$ cat config.mk
export PLATFORM = sky130hd
export DESIGN_NAME = wdog_core
export DESIGN_NICKNAME = d
export VERILOG_FILES = /design/src/rtl/wdog_pkg.sv /design/src/rtl/wdog_regs.sv /design/src/rtl/wdog_counter.sv /design/src/rtl/wdog_resp.sv /design/src/rtl/wdog_core.sv
export SDC_FILE = /design/constraint.sdc
export NUM_CORES = 1
export LEC_CHECK = 0
export ABC_AREA = 1
export ABC_CLOCK_PERIOD_IN_PS = 3400
export CAP_MARGIN = 20
export CORE_MARGIN = 1
export CORE_UTILIZATION = 30
export DETAILED_ROUTE_END_ITERATION = 10
export GPL_ROUTABILITY_DRIVEN = 0
export SLEW_MARGIN = 20
export SYNTH_ARGS = -nofsm -noshare
export SYNTH_HDL_FRONTEND = slang
export SYNTH_SLANG_ARGS = --single-unit
$ cat constraint.sdc
create_clock -name clk -period 3.4 [get_ports clk]
set_clock_uncertainty 0.15 [all_clocks]
set_input_delay 0.68 -clock clk [delete_from_list [all_inputs] [get_ports clk]]
set_output_delay 0.68 -clock clk [all_outputs]
set_load 0.02 [all_outputs]
$ cat src/rtl/wdog_pkg.sv
package wdog_pkg;
  localparam logic [7:0] OFS_CTRL  = 8'h00;
  localparam logic [7:0] OFS_RANGE = 8'h04;
  localparam logic [7:0] OFS_COUNT = 8'h08;
  localparam logic [7:0] OFS_KICK  = 8'h0C;
  localparam logic [7:0] OFS_STAT  = 8'h10;
  localparam logic [7:0] OFS_ACK   = 8'h14;
  localparam logic [31:0] KICK_KEY = 32'h0000_0076;

  typedef struct packed {
    logic mode;
    logic en;
  } ctrl_t;
endpackage

$ cat src/rtl/wdog_regs.sv
module wdog_regs
  import wdog_pkg::*;
#(
  parameter int DATA_W  = 32,
  parameter int RANGE_W = 4,
  parameter int CNT_W   = 31
) (
  input  logic               clk,
  input  logic               rst_n,
  input  logic [7:0]         addr,
  input  logic               wr,
  input  logic [DATA_W-1:0]  wdata,
  input  logic               rd,
  output logic [DATA_W-1:0]  rdata,
  input  logic [CNT_W-1:0]   cnt,
  input  logic               pend,
  output logic               en,
  output logic               mode,
  output logic [RANGE_W-1:0] range,
  output logic               kick,
  output logic               ack,
  output logic               start
);
  ctrl_t              ctrl_q, ctrl_d;
  logic [RANGE_W-1:0] range_q, range_d;
  logic               wr_ctrl, wr_range;

  always_comb begin
    wr_ctrl  = wr && (addr == OFS_CTRL);
    wr_range = wr && (addr == OFS_RANGE);
    ctrl_d   = ctrl_q;
    if (wr_ctrl) begin
      ctrl_d.en   = ctrl_q.en | wdata[0];
      ctrl_d.mode = wdata[1];
    end
    range_d = wdata[RANGE_W-1:0];
    start   = wr_ctrl && wdata[0] && !ctrl_q.en;
    kick    = wr && (addr == OFS_KICK) && (wdata == DATA_W'(KICK_KEY));
    ack     = rd && (addr == OFS_ACK);
  end

  always_comb begin
    rdata = '0;
    if (rd) begin
      case (addr)
        OFS_CTRL:  rdata = DATA_W'({ctrl_q.mode, ctrl_q.en});
        OFS_RANGE: rdata = DATA_W'(range_q);
        OFS_COUNT: rdata = DATA_W'(cnt);
        OFS_STAT:  rdata = DATA_W'(pend);
        default:   rdata = '0;
      endcase
    end
  end

  always_ff @(posedge clk or negedge rst_n) begin
    if (!rst_n) begin
      ctrl_q  <= '0;
      range_q <= '0;
    end else begin
      if (wr_ctrl)  ctrl_q  <= ctrl_d;
      if (wr_range) range_q <= range_d;
    end
  end

  assign en    = ctrl_q.en;
  assign mode  = ctrl_q.mode;
  assign range = range_q;
endmodule

$ cat src/rtl/wdog_counter.sv
module wdog_counter #(
  parameter int RANGE_W    = 4,
  parameter int BASE_SHIFT = 16,
  parameter int CNT_W      = 31
) (
  input  logic               clk,
  input  logic               rst_n,
  input  logic               en,
  input  logic               reload,
  input  logic [RANGE_W-1:0] range,
  output logic [CNT_W-1:0]   cnt,
  output logic               expire
);
  logic [CNT_W-1:0] cnt_q, cnt_d, full_val;
  logic [CNT_W:0]   span;
  logic             cnt_ce;

  always_comb begin
    span     = (CNT_W+1)'(1) << (BASE_SHIFT + int'(range));
    full_val = CNT_W'(span - 1'b1);
    expire   = en && (cnt_q == '0) && !reload;
    cnt_ce   = en || reload;
    if (reload || expire) cnt_d = full_val;
    else                  cnt_d = cnt_q - 1'b1;
  end

  always_ff @(posedge clk or negedge rst_n) begin
    if (!rst_n)      cnt_q <= '0;
    else if (cnt_ce) cnt_q <= cnt_d;
  end

  assign cnt = cnt_q;
endmodule

$ cat src/rtl/wdog_resp.sv
module wdog_resp #(
  parameter int RST_CYCLES = 8
) (
  input  logic clk,
  input  logic rst_n,
  input  logic expire,
  input  logic mode,
  input  logic ack,
  output logic irq,
  output logic sys_rst
);
  localparam int PW = $clog2(RST_CYCLES + 1);

  logic          pend_q, pend_d;
  logic [PW-1:0] pulse_q, pulse_d;
  logic          fire;

  always_comb begin
    fire   = expire && (!mode || pend_q);
    pend_d = pend_q;
    if (ack)                          pend_d = 1'b0;
    else if (expire && mode && !pend_q) pend_d = 1'b1;
    if (fire)                 pulse_d = PW'(RST_CYCLES);
    else if (pulse_q != '0)   pulse_d = pulse_q - 1'b1;
    else                      pulse_d = '0;
  end

  always_ff @(posedge clk or negedge rst_n) begin
    if (!rst_n) begin
      pend_q  <= 1'b0;
      pulse_q <= '0;
    end else begin
      pend_q  <= pend_d;
      pulse_q <= pulse_d;
    end
  end

  assign irq     = pend_q;
  assign sys_rst = (pulse_q != '0);
endmodule

$ cat src/rtl/wdog_core.sv
module wdog_core
  import wdog_pkg::*;
#(
  parameter int DATA_W     = 32,
  parameter int RANGE_W    = 4,
  parameter int BASE_SHIFT = 16,
  parameter int RST_CYCLES = 8
) (
  input  logic              clk,
  input  logic              rst_n,
  input  logic [7:0]        bus_addr,
  input  logic              bus_wr,
  input  logic [DATA_W-1:0] bus_wdata,
  input  logic              bus_rd,
  output logic [DATA_W-1:0] bus_rdata,
  output logic              irq_o,
  output logic              sys_rst_o
);
  localparam int CNT_W = BASE_SHIFT + (1 << RANGE_W) - 1;

  logic [1:0]         rs_q;
  logic               rst_core_n;
  logic               en, mode, kick, ack, start, reload, expire;
  logic [RANGE_W-1:0] range;
  logic [CNT_W-1:0]   cnt;

  always_ff @(posedge clk or negedge rst_n) begin
    if (!rst_n) rs_q <= 2'b00;
    else        rs_q <= {rs_q[0], 1'b1};
  end
  assign rst_core_n = rs_q[1];

  assign reload = start || (en && (kick || ack));

  wdog_regs #(.DATA_W(DATA_W), .RANGE_W(RANGE_W), .CNT_W(CNT_W)) u_regs (
    .clk(clk), .rst_n(rst_core_n), .addr(bus_addr), .wr(bus_wr),
    .wdata(bus_wdata), .rd(bus_rd), .rdata(bus_rdata), .cnt(cnt),
    .pend(irq_o), .en(en), .mode(mode), .range(range), .kick(kick),
    .ack(ack), .start(start)
  );

  wdog_counter #(.RANGE_W(RANGE_W), .BASE_SHIFT(BASE_SHIFT), .CNT_W(CNT_W)) u_cnt (
    .clk(clk), .rst_n(rst_core_n), .en(en), .reload(reload),
    .range(range), .cnt(cnt), .expire(expire)
  );

  wdog_resp #(.RST_CYCLES(RST_CYCLES)) u_resp (
    .clk(clk), .rst_n(rst_core_n), .expire(expire), .mode(mode),
    .ack(ack), .irq(irq_o), .sys_rst(sys_rst_o)
  );
endmodule

==> summary.md <==
| Metric | Value |
|---|---|
| 1st-pass router iterations | 5 |
| CP bufs+invs | 4 |
| Post-CTS setup repair buffer count | 0 |
| DRT iter0 DRCs | 241 |
| Switch Pwr | 465 uW |
| XOR/XNOR share of the synthesized area | 3.96% |
| Internal | 1.13 mW |
| Main combinational cell family by area after synthesis | simple AND/OR/NAND/NOR gates |
| Synth Flop Type | dfrtp_1 |
| Period utilisation layout | 96.0% |
| Adder-Cell Fraction of Synth Area | 0.707% |
| Switch share | 29.1% |
| CP Cell Sequence | clkdlybuf4s50_1, nor2_2, nand3_2, inv_1, nand4_1, inv_1, nand2_1, nor2_1, clkdlybuf4s50_1 |
| CP startpoint kind | primary input |
| Crit path time final | 3260 ps |
| Num CTS Buffers | 5 |
| Starting Density | 30.9% |
| Core box area | 11500 sq um |
| Worst-Margin Slew | 560 ps |
| Post-route ant nets | 0 |
| Post-route cell area | 4820 sq um |
| Mapped cell area | 3540 sq um |
| Root buffer cell | clkbuf_16 |
| Synth Register Bits | 44 |
| RSZ-0062 raised after global routing | false |
| Hold WS | 180 ps |
| Slew HR | 62.7% |
| Vias in the first global route | 3690 |
| Worst-path clk slew | 70 ps |
| Maximum VDD drop | 212 uV |
| Initial antenna violation count | 0 |
| Worst setup EP type | output pin |
| Static Leak | 2.57 nW |
| Final setup vio count | 0 |
| Syn nets | 615 |
| Top-level port count | 78 |
| CP Max Fanout | 3 |
| Die Wd | 111 microns |
| Seq pwr share | 39.7% |
| P&R area growth vs syn | 36.3% |
| Post-synthesis mux area share | 0% |
| Row cnt | 39 |
| Worst EP required | 2570 ps |
| Pre-CTS setup slack | -51.7 ps |
| WP data arrival | 2430 ps |
| Status | finished clean |
| Clk_lat worst skew | 290 ps |
| Vias per inst | 4.60 |
| Syn Inst Count | 569 |
| Total Routed Length | 10.3 mm |
| Crit path max-delay cell type | clkdlybuf4s50_1 |
| Via count | 3766 |
| First-pass GRT wire length | 17.3 mm |
| Largest net degree at the start of global routing | 43 |
| Critical path's largest stage delay | 620 ps |
| Final Core Density | 42.1% |
| Hold crit path type | reg2async |
| Layout cells sized above 1 | 10.5% |
| Synth warnings | 0 |
| Fillers | 1206 |
| R2R Path Start | u_cnt.cnt[16] |
| Synth cell types | 40 |
| Final Hold Viols | 0 |
| Full die area | 12200 sq um |
| GRT Total Usage | 17.3% |
| Crit path kind | in2out |
| Routed len/inst | 12.6 microns |
| Final net count | 721 |
| Port Buf Inserts | 76 |
| Die height | 111 microns |
| CTS max path bufs | 2 |
| Syn avg cell area | 6.22 sq um |
| Fmax | 0.306 GHz |
| Post-synthesis sequential area ratio | 31.1% |
| CTS Sinks | 44 |
| HPWL after DPL | 8.10 mm |
| DRC errors left | 0 |
| ANT cells | 0 |
| EDFF count, synth | 0 |
| Maxcap violations | 0 |
| CTS tree | done |
| Compound-Gate Fraction of Synth Area | 6.82% |
| Congestion Overflow GR | 0 |
| H-tree depth | 2 |
| Final worst slack | 137 ps |
| Critical Path Start | bus_addr[7] |
| Synth Area in Simple Gates | 44.4% |
| DP Area | 4680 sq um |
| Slew Limit Fails | 0 |
| Crit path max-delay family | buffers and inverters |
| Combinational share of power | 23.7% |
| Power per cell area | 332 nW/um^2 |
| Async SR Flop Fraction | 100% |
| Clock power share | 36.6% |
flip-flops by register name (all words and copies together) (netlist names):
register / cells
rs_q: 2
u_cnt.cnt: 31
u_regs.en: 1
u_regs.mode: 1
u_regs.range: 4
u_resp.irq: 1
u_resp.pulse_q: 4
power groups by stage:
stage / combinational [mW] / clock, mW / sequential [mW]
floorplan: 0.231 / 0 / 0.637
global placement: 0.370 / 0 / 0.642
detailed placement: 0.378 / 0 / 0.643
CTS: 0.380 / 0.602 / 0.634
global route: 0.430 / 0.621 / 0.644
finish: 0.379 / 0.586 / 0.635
area by class of cell:
type	instances	area [sq um]	area share, %
timing repair buffer	113	1000	20.8
clock buffer	7	153	3.17
sequential	44	1100	22.8
clock inverter	1	30.0	0.623
multi-input combinational	412	1990	41.2
inverter	99	372	7.71
tap	143	179	3.71
synth_stat cells, types with 5 or more instances:
cell	n	share of area (%)
a21oi_1	7	0.99
nand3_1	49	6.9
clkbuf_1	6	0.64
xnor2_1	6	1.5
nor2_2	5	0.88
nor3_1	5	0.71
nand2_1	151	16
inv_1	98	10
nand4_1	10	1.8
dfrtp_1	44	31
nand2_2	5	0.88
o211ai_1	6	1.3
o21ai_0	17	2.4
nor2_1	107	11
xor2_1	10	2.5
path summary, 6_finish.rpt:
check	depth (start not counted)	endpoint	slack, ps
worst max-delay path	9	bus_rdata[18]	140
worst min-delay path	1	u_cnt.cnt[6]	180
worst max register to register	17	u_cnt.cnt[24]	650
worst min register to register	1	u_cnt.cnt[6]	180
max in group asynchronous	1	u_resp.pulse_q[1]	2540
min in group clk	0	rs_q[1]	210
cell usage in the layout (no fill, tap or decap), drive strengths merged, types with 6 or more instances in the layout:
cell type        n
buf             37
dlygate4sd2     30
inv             99
clkbuf           7
clkdlybuf4s50   46
nor3             7
xnor2            6
o211ai           7
xor2            10
nor2           116
nand3           52
a21oi            7
o21ai           19
nand4           10
nand2          160
dfrtp           44
what timing repair did:
action / CTS / global route
setup endpoints to repair: 30 / 0
hold buffers: 0 / 0
endpoints found under the hold margin: 0 / 0
resized for setup: 30 / 0
cells by family (layout without fill, tap and decap cells):
| family | Yosys count | after routing |
|---|---|---|
| other cells | 2 | 2 |
| compound gates | 40 | 40 |
| buf+inv | 113 | 220 |
| flops | 44 | 44 |
| xor+xnor | 16 | 16 |
| simple gates | 352 | 352 |
| fa+ha+maj | 2 | 2 |
routing by layer:
metal	part of all wire (%)	GRT usage, %
met4	1.5	5.24
met5	0	0
met1	48	23.2
met3	6.1	2.69
met2	45	28.4
stage by stage:
| step | power [mW] | TNS (ps) | std cells |
|---|---|---|---|
| floorplan | 0.869 | 0 | 569 |
| global placement | 1.01 | -91.5 | 811 |
| detailed placement | 1.02 | -653 | 811 |
| CTS | 1.62 | 0 | 819 |
| global route | 1.70 | 0 | 819 |
| finish | 1.60 | 0 | 819 |
Note: power is estimated with default switching activity, not from simulation.
